[config.mk]
export PLATFORM = sky130hd
export DESIGN_NAME = cfg_bridge
export DESIGN_NICKNAME = d
export VERILOG_FILES = /design/src/rtl/cfg_bridge_pkg.sv /design/src/rtl/cfg_target_decode.sv /design/src/rtl/cfg_lane_enable.sv /design/src/rtl/cfg_self_header.sv /design/src/rtl/cfg_bridge.sv
export SDC_FILE = /design/constraint.sdc
export NUM_CORES = 1
export LEC_CHECK = 0
export CAP_MARGIN = 10
export CORE_ASPECT_RATIO = 0.5
export CORE_MARGIN = 4
export CORE_UTILIZATION = 35
export CTS_CLUSTER_SIZE = 12
export DETAILED_ROUTE_END_ITERATION = 8
export GPL_ROUTABILITY_DRIVEN = 0
export SLEW_MARGIN = 15
export SYNTH_ARGS = -nofsm -noshare
export SYNTH_HDL_FRONTEND = slang
export SYNTH_SLANG_ARGS = --single-unit
export TNS_END_PERCENT = 1
[constraint.sdc]
create_clock -name clk_i -period 4.1 [get_ports clk_i]
set_clock_uncertainty 0.2 [all_clocks]
set_input_delay 0.82 -clock clk_i [delete_from_list [all_inputs] [get_ports clk_i]]
set_output_delay 0.82 -clock clk_i [all_outputs]
set_load 0.005 [all_outputs]
[src/rtl/cfg_bridge_pkg.sv]
package cfg_bridge_pkg;
  typedef enum logic [2:0] {
    K_IO   = 3'd0,
    K_CAR  = 3'd1,
    K_DEV  = 3'd2,
    K_SELF = 3'd3,
    K_BAD  = 3'd4
  } kind_e;

  function automatic logic [31:0] swap32(input logic [31:0] v);
    return {v[7:0], v[15:8], v[23:16], v[31:24]};
  endfunction
endpackage

[src/rtl/cfg_target_decode.sv]
module cfg_target_decode
  import cfg_bridge_pkg::*;
#(
  parameter int NSLOT    = 4,
  parameter int SLOT_LSB = 1,
  parameter int SELF_BIT = 0,
  parameter int ID_LSB   = 11,
  parameter int ID_W     = 21
) (
  input  logic [31:0]      car_i,
  output kind_e            kind_o,
  output logic [NSLOT-1:0] sel_o,
  output logic [4:0]       dev_o
);
  logic [ID_W-1:0] idsel;
  logic            one_hot;

  assign idsel   = car_i[ID_LSB +: ID_W];
  assign one_hot = (idsel != '0) && ((idsel & (idsel - ID_W'(1))) == '0);

  for (genvar k = 0; k < NSLOT; k++) begin : g_sel
    assign sel_o[k] = idsel[SLOT_LSB + k];
  end

  always_comb begin
    dev_o = '0;
    for (int i = 0; i < ID_W; i++)
      if (idsel[i]) dev_o = 5'(i + ID_LSB);
  end

  always_comb begin
    if (car_i[0])            kind_o = K_BAD;
    else if (!one_hot)       kind_o = K_BAD;
    else if (idsel[SELF_BIT]) kind_o = K_SELF;
    else if (|sel_o)         kind_o = K_DEV;
    else                     kind_o = K_BAD;
  end
endmodule

[src/rtl/cfg_lane_enable.sv]
module cfg_lane_enable (
  input  logic [2:0] size_i,
  input  logic [1:0] ofs_i,
  output logic [3:0] be_o
);
  always_comb begin
    unique case (size_i)
      3'd1:    be_o = 4'b0001 << ofs_i;
      3'd2:    be_o = ofs_i[1] ? 4'b1100 : 4'b0011;
      default: be_o = 4'b1111;
    endcase
  end
endmodule

[src/rtl/cfg_self_header.sv]
module cfg_self_header #(
  parameter int          BRIDGE_IDX = 1,
  parameter logic [15:0] VEN_ID     = 16'hC0DE,
  parameter logic [15:0] DEV_ID     = 16'h0001,
  parameter logic [31:0] CLASS_REV  = 32'h0600_0003,
  parameter int          MASK_IDX   = 18
) (
  input  logic        clk_i,
  input  logic        rst_ni,
  input  logic        wr_i,
  input  logic [5:0]  reg_i,
  input  logic [3:0]  be_i,
  input  logic [31:0] wdata_i,
  output logic [31:0] rdata_o
);
  localparam logic [31:0] MASK_RST = 32'd3 << (2 * BRIDGE_IDX);

  logic [31:0] mask_q;

  for (genvar b = 0; b < 4; b++) begin : g_mask
    always_ff @(posedge clk_i or negedge rst_ni) begin
      if (!rst_ni)
        mask_q[8*b +: 8] <= MASK_RST[8*b +: 8];
      else if (wr_i && reg_i == 6'(MASK_IDX) && be_i[b])
        mask_q[8*b +: 8] <= wdata_i[8*b +: 8];
    end
  end

  always_comb begin
    unique case (reg_i)
      6'd0:          rdata_o = {DEV_ID, VEN_ID};
      6'd1:          rdata_o = 32'h0000_0016;
      6'd2:          rdata_o = CLASS_REV;
      6'd3:          rdata_o = 32'h0000_0008;
      6'(MASK_IDX):  rdata_o = mask_q;
      default:       rdata_o = '0;
    endcase
  end
endmodule

[src/rtl/cfg_bridge.sv]
module cfg_bridge
  import cfg_bridge_pkg::*;
#(
  parameter int          BRIDGE_IDX = 1,
  parameter int          NSLOT      = 4,
  parameter int          SLOT_LSB   = 1,
  parameter int          SELF_BIT   = 0,
  parameter logic [15:0] VEN_ID     = 16'hC0DE,
  parameter logic [15:0] DEV_ID     = 16'h0001,
  parameter logic [31:0] CLASS_REV  = 32'h0600_0003
) (
  input  logic             clk_i,
  input  logic             rst_ni,
  input  logic             req_i,
  input  logic             we_i,
  input  logic [31:0]      addr_i,
  input  logic [2:0]       size_i,
  input  logic [31:0]      wdata_i,
  output logic             ack_o,
  output logic [31:0]      rdata_o,
  output logic [NSLOT-1:0] cfg_sel_o,
  output logic [4:0]       cfg_dev_o,
  output logic [2:0]       cfg_fn_o,
  output logic [5:0]       cfg_reg_o,
  output logic [3:0]       cfg_be_o,
  output logic             cfg_we_o,
  output logic [31:0]      cfg_wdata_o,
  input  logic [31:0]      cfg_rdata_i,
  input  logic             cfg_present_i
);
  localparam logic [7:0] WIN_TAG = 8'hF0 + 8'(2 * BRIDGE_IDX);

  logic [31:0]      car_q;
  kind_e            dec_kind, kind_now, kind_q;
  logic [NSLOT-1:0] dec_sel;
  logic             hit, cfg_req, self_wr;
  logic             ack_q, rd_q;
  logic [31:0]      hdr_rdata, hdr_q;

  cfg_target_decode #(
    .NSLOT(NSLOT), .SLOT_LSB(SLOT_LSB), .SELF_BIT(SELF_BIT)
  ) u_dec (
    .car_i(car_q), .kind_o(dec_kind), .sel_o(dec_sel), .dev_o(cfg_dev_o)
  );

  cfg_lane_enable u_lanes (
    .size_i(size_i), .ofs_i(addr_i[1:0]), .be_o(cfg_be_o)
  );

  cfg_self_header #(
    .BRIDGE_IDX(BRIDGE_IDX), .VEN_ID(VEN_ID), .DEV_ID(DEV_ID), .CLASS_REV(CLASS_REV)
  ) u_hdr (
    .clk_i(clk_i), .rst_ni(rst_ni), .wr_i(self_wr), .reg_i(cfg_reg_o),
    .be_i(cfg_be_o), .wdata_i(cfg_wdata_o), .rdata_o(hdr_rdata)
  );

  assign hit = req_i && (addr_i[31:24] == WIN_TAG);

  always_comb begin
    if (!addr_i[23])     kind_now = K_IO;
    else if (!addr_i[22]) kind_now = K_CAR;
    else                 kind_now = dec_kind;
  end

  assign cfg_req     = hit && (kind_now == K_DEV);
  assign self_wr     = hit && we_i && (kind_now == K_SELF);
  assign cfg_sel_o   = cfg_req ? dec_sel : '0;
  assign cfg_we_o    = cfg_req && we_i;
  assign cfg_wdata_o = swap32(wdata_i);
  assign cfg_reg_o   = car_q[7:2];
  assign cfg_fn_o    = car_q[10:8];

  always_ff @(posedge clk_i or negedge rst_ni) begin
    if (!rst_ni) begin
      car_q  <= '0;
      ack_q  <= 1'b0;
      rd_q   <= 1'b0;
      kind_q <= K_IO;
      hdr_q  <= '0;
    end else begin
      if (hit && we_i && kind_now == K_CAR) car_q <= swap32(wdata_i);
      ack_q  <= hit;
      rd_q   <= hit && !we_i;
      kind_q <= kind_now;
      hdr_q  <= hdr_rdata;
    end
  end

  assign ack_o = ack_q;

  always_comb begin
    rdata_o = '0;
    if (rd_q) begin
      unique case (kind_q)
        K_CAR:   rdata_o = car_q;
        K_DEV:   rdata_o = cfg_present_i ? swap32(cfg_rdata_i) : '1;
        K_SELF:  rdata_o = swap32(hdr_q);
        K_BAD:   rdata_o = '1;
        default: rdata_o = '0;
      endcase
    end
  end


  sel_onehot_chk: assert property (@(posedge clk_i) disable iff (!rst_ni)
    $onehot0(cfg_sel_o));


  type1_no_strobe_chk: assert property (@(posedge clk_i) disable iff (!rst_ni)
    (cfg_sel_o != '0) |-> !car_q[0]);


  ack_follows_chk: assert property (@(posedge clk_i) disable iff (!rst_ni)
    hit |=> ack_o);


  no_spurious_ack_chk: assert property (@(posedge clk_i) disable iff (!rst_ni)
    ack_o |-> $past(hit));


  be_nonzero_chk: assert property (@(posedge clk_i) disable iff (!rst_ni)
    (cfg_sel_o != '0) |-> (cfg_be_o != 4'b0000));


  self_no_strobe_chk: assert property (@(posedge clk_i) disable iff (!rst_ni)
    car_q[11 + SELF_BIT] |-> (cfg_sel_o == '0));
endmodule

==> results.yml <==
run_status:
  status: "complete, but fails checks"
  violations: "negative setup slack"
layout:
  layout-drive-gt1-share: 0.197
  syn2layout_area_growth_pct: 41.0
  instances_no_fill: 895
  layout.nets: 796
  n_fill_cell: 1380
  insertedDiodeCount: 0
drt:
  num_vias: 4700
  wire_per_inst_um: 19.5
  viasPerCell: 5.25
  wl_mm: 17.4
  drt-pass1-iter-count: 5
  topRoutingLayerUsed: "met4"
  drc_errors: 0
  drtIter0Drc: 345
  final_antenna_net_count: 0
  routed-wl-met3_mm: 1.13
  wl_met2_mm: 7.90
  met1Wirelength_mm: 8.32
die:
  row_count: 31
  fp.dieW_um: 183
  die_y_um: 95.6
  core_area_um2: 14700
  io_pins: 192
  dieArea_um2: 17500
  start_util: 0.365
synthesis:
  synth_edf_count: 0
  synth_top_area_share: 0.461
  netlist_area_um2: 5380
  syn_inst: 544
  yosys_warnings: 0
  ys_ff_latch: 101
  syn_nets: 648
  avgSynthCellArea_um2: 9.88
  synthTopCellsByArea: "dfrtp_1 (46%), mux2_2 (11%), buf_4 (5.9%), o21ai_0 (4.4%), a21oi_1 (3.8%)"
  ys_seq_area_frac: 0.471
  synth_flop_cell: "dfrtp_1"
  async_flop_share: 1.00
  synth.distinct_cells: 47
  yosysMostFrequentCell: "dfrtp_1"
  yosys-top-cells-count: "dfrtp_1 (99), mux2_2 (54), nand2_1 (49)"
  synth_top_area_cell: "dfrtp_1"
place:
  placed_cells: 879
  dpl.hpwl_mm: 13.0
  port_buffers: 171
  place_ws_ns: 0.0810
critical_path:
  crit_path_max_incr_delay_ns: 0.51
  critPathMaxFanout: 5
  rr_worst_depth: 9
  slowest_stage: "clkdlybuf4s50_1"
  worstSetupStartpointType: "flip-flop"
  crit_path_end_kind: "output pin"
  cp_cell_sequence: "nor4_2 > buf_4 > nand4_1 > o31ai_2 > o2111ai_1 > or3_4 > nor3_4 > and4_1 > clkdlybuf4s50_1"
  worstPathArrival_ns: 3.20
  crit_type: "reg -> out"
  critPathTopFamily: "simple AND/OR/NAND/NOR gates"
  critPathBufInv: 2
  cp.required_ns: 3.08
  path_depth: 9
timing:
  period_minus_slack_ns: 4.22
  maxSlewViolCount: 0
  rsz0062_at_grt: "true"
  period_share: 1.03
  holdWs_ns: 0.278
  hold_viol_final: 0
  worst_slew_pin_slew_ns: 1.01
  layout_setup_ws_ns: -0.119
  max_freq_mhz: 237
  relSlewSlack: 0.325
  setup_violations: 1
clock_network:
  cts.path.max_buffers: 2
  cts_hold_buf: 0
  clk_latency_ns: 0.36
  clkTransAtPathRegs_ns: 0.08
  htree_levels: 3
  cts_root_buffer: "clkbuf_16"
  cts_tree: "built"
  cts_buffers: 9
  cts_sinks: 101
grt:
  grt_use_total: 0.201
  grt_max_degree: 53
  grt-ovfl-total: 0
  antenna_found_initial: 0
  grt_pass1_wl_mm: 27.2
  first_global_vias: 4791
worst_hold_path:
  min_path_type: "reg -> reg"
  holdPathStages: 1
flow_run:
  drv_cap: 0
power_and_ir_drop:
  p_per_area_nw_per_um2: 276
  finalPower_w: 0.00209
  vdd_drop_max_mv: 0.199
  power.leakage_nw: 3.23
[cells by family after synthesis]
kind of cell	share of synthesized area
AND/OR/NAND/NOR	0.152
adder cells (fa/ha/maj)	0.00372
multiplexers	0.119
buffers and inverters	0.0891
flip-flops	0.471
AO/OA/AOI/OAI	0.165
[routing by layer]
metal  vias to the layer above  global-route usage
li1                       2210                   -
met1                      2333               0.291
met2                       147               0.317
met3                        10              0.0434
met4                         0              0.0353
met5                         -                   0
[cells in the final DEF (no fill, tap or decap), drive strengths merged, types with 2 or more instances in the layout]
cell type,instances
a211oi,3
nor4,4
or2,3
or4,2
nor2b,3
clkinv,4
nand4,3
a21boi,2
nor2,22
a21o,12
dlymetal6s2s,2
maj3,2
nand2b,2
nand3b,2
inv,12
dfstp,2
nand2,49
or3,4
o2111ai,2
mux2,57
nor3b,9
o31ai,3
clkdlybuf4s50,166
clkbuf,9
dfrtp,99
a31oi,32
a21oi,41
nand3,5
and4,4
o21ai,48
and2,23
buf,43
nor3,8
o21bai,2
[metrics by stage]
stage,instance area (um^2),setup TNS [ns],util
floorplan,5380,0,-
global placement,7230,0,0.490
detailed placement,7230,0,0.490
CTS,7550,-0.327,0.512
global route,7580,-0.381,0.514
finish,7580,-0.119,0.514
[power breakdown]
part	internal (W)	switching [W]	total, W
sequential	0.00100	0.00000620	0.00101
combinational	0.000128	0.0000965	0.000225
clock	0.000433	0.000425	0.000858
[worst paths after layout]
check,start,to,slack (ns)
hold / removal,u_hdr.mask_q[25],hdr_q[25],0.28
setup reg to reg,car_q[12],u_hdr.mask_q[12],0.75
hold reg to reg,u_hdr.mask_q[25],hdr_q[25],0.28
min in group asynchronous,rst_ni,u_hdr.mask_q[8],0.30
setup / recovery,car_q[12],cfg_sel_o[2],-0.12
max in group asynchronous,rst_ni,u_hdr.mask_q[19],2.54
[state kept, by name (all words and copies together), names as in the netlist]
signal and flops:
hdr_q 32, u_hdr.mask_q 32, kind_q 3, car_q 32, rd_q 1, ack_o 1
[final cells by class]
| class | instances | area, um^2 | share of cell area |
|---|---|---|---|
| clock inverters | 7 | 78.8 | 0.0104 |
| multi-input cells | 358 | 2430 | 0.321 |
| clock buffers | 9 | 225 | 0.0297 |
| flip-flops and latches | 101 | 2530 | 0.334 |
| well taps | 198 | 248 | 0.0327 |
| inverters | 9 | 33.8 | 0.00446 |
| repair buffers | 213 | 2030 | 0.268 |
[timing repair]
action,in CTS,in global routing
endpoints found under the setup margin,5,4
pin swaps,1,3
resized for setup,7,6
buffers inserted,0,0
Power figures use the tool's default switching activity.
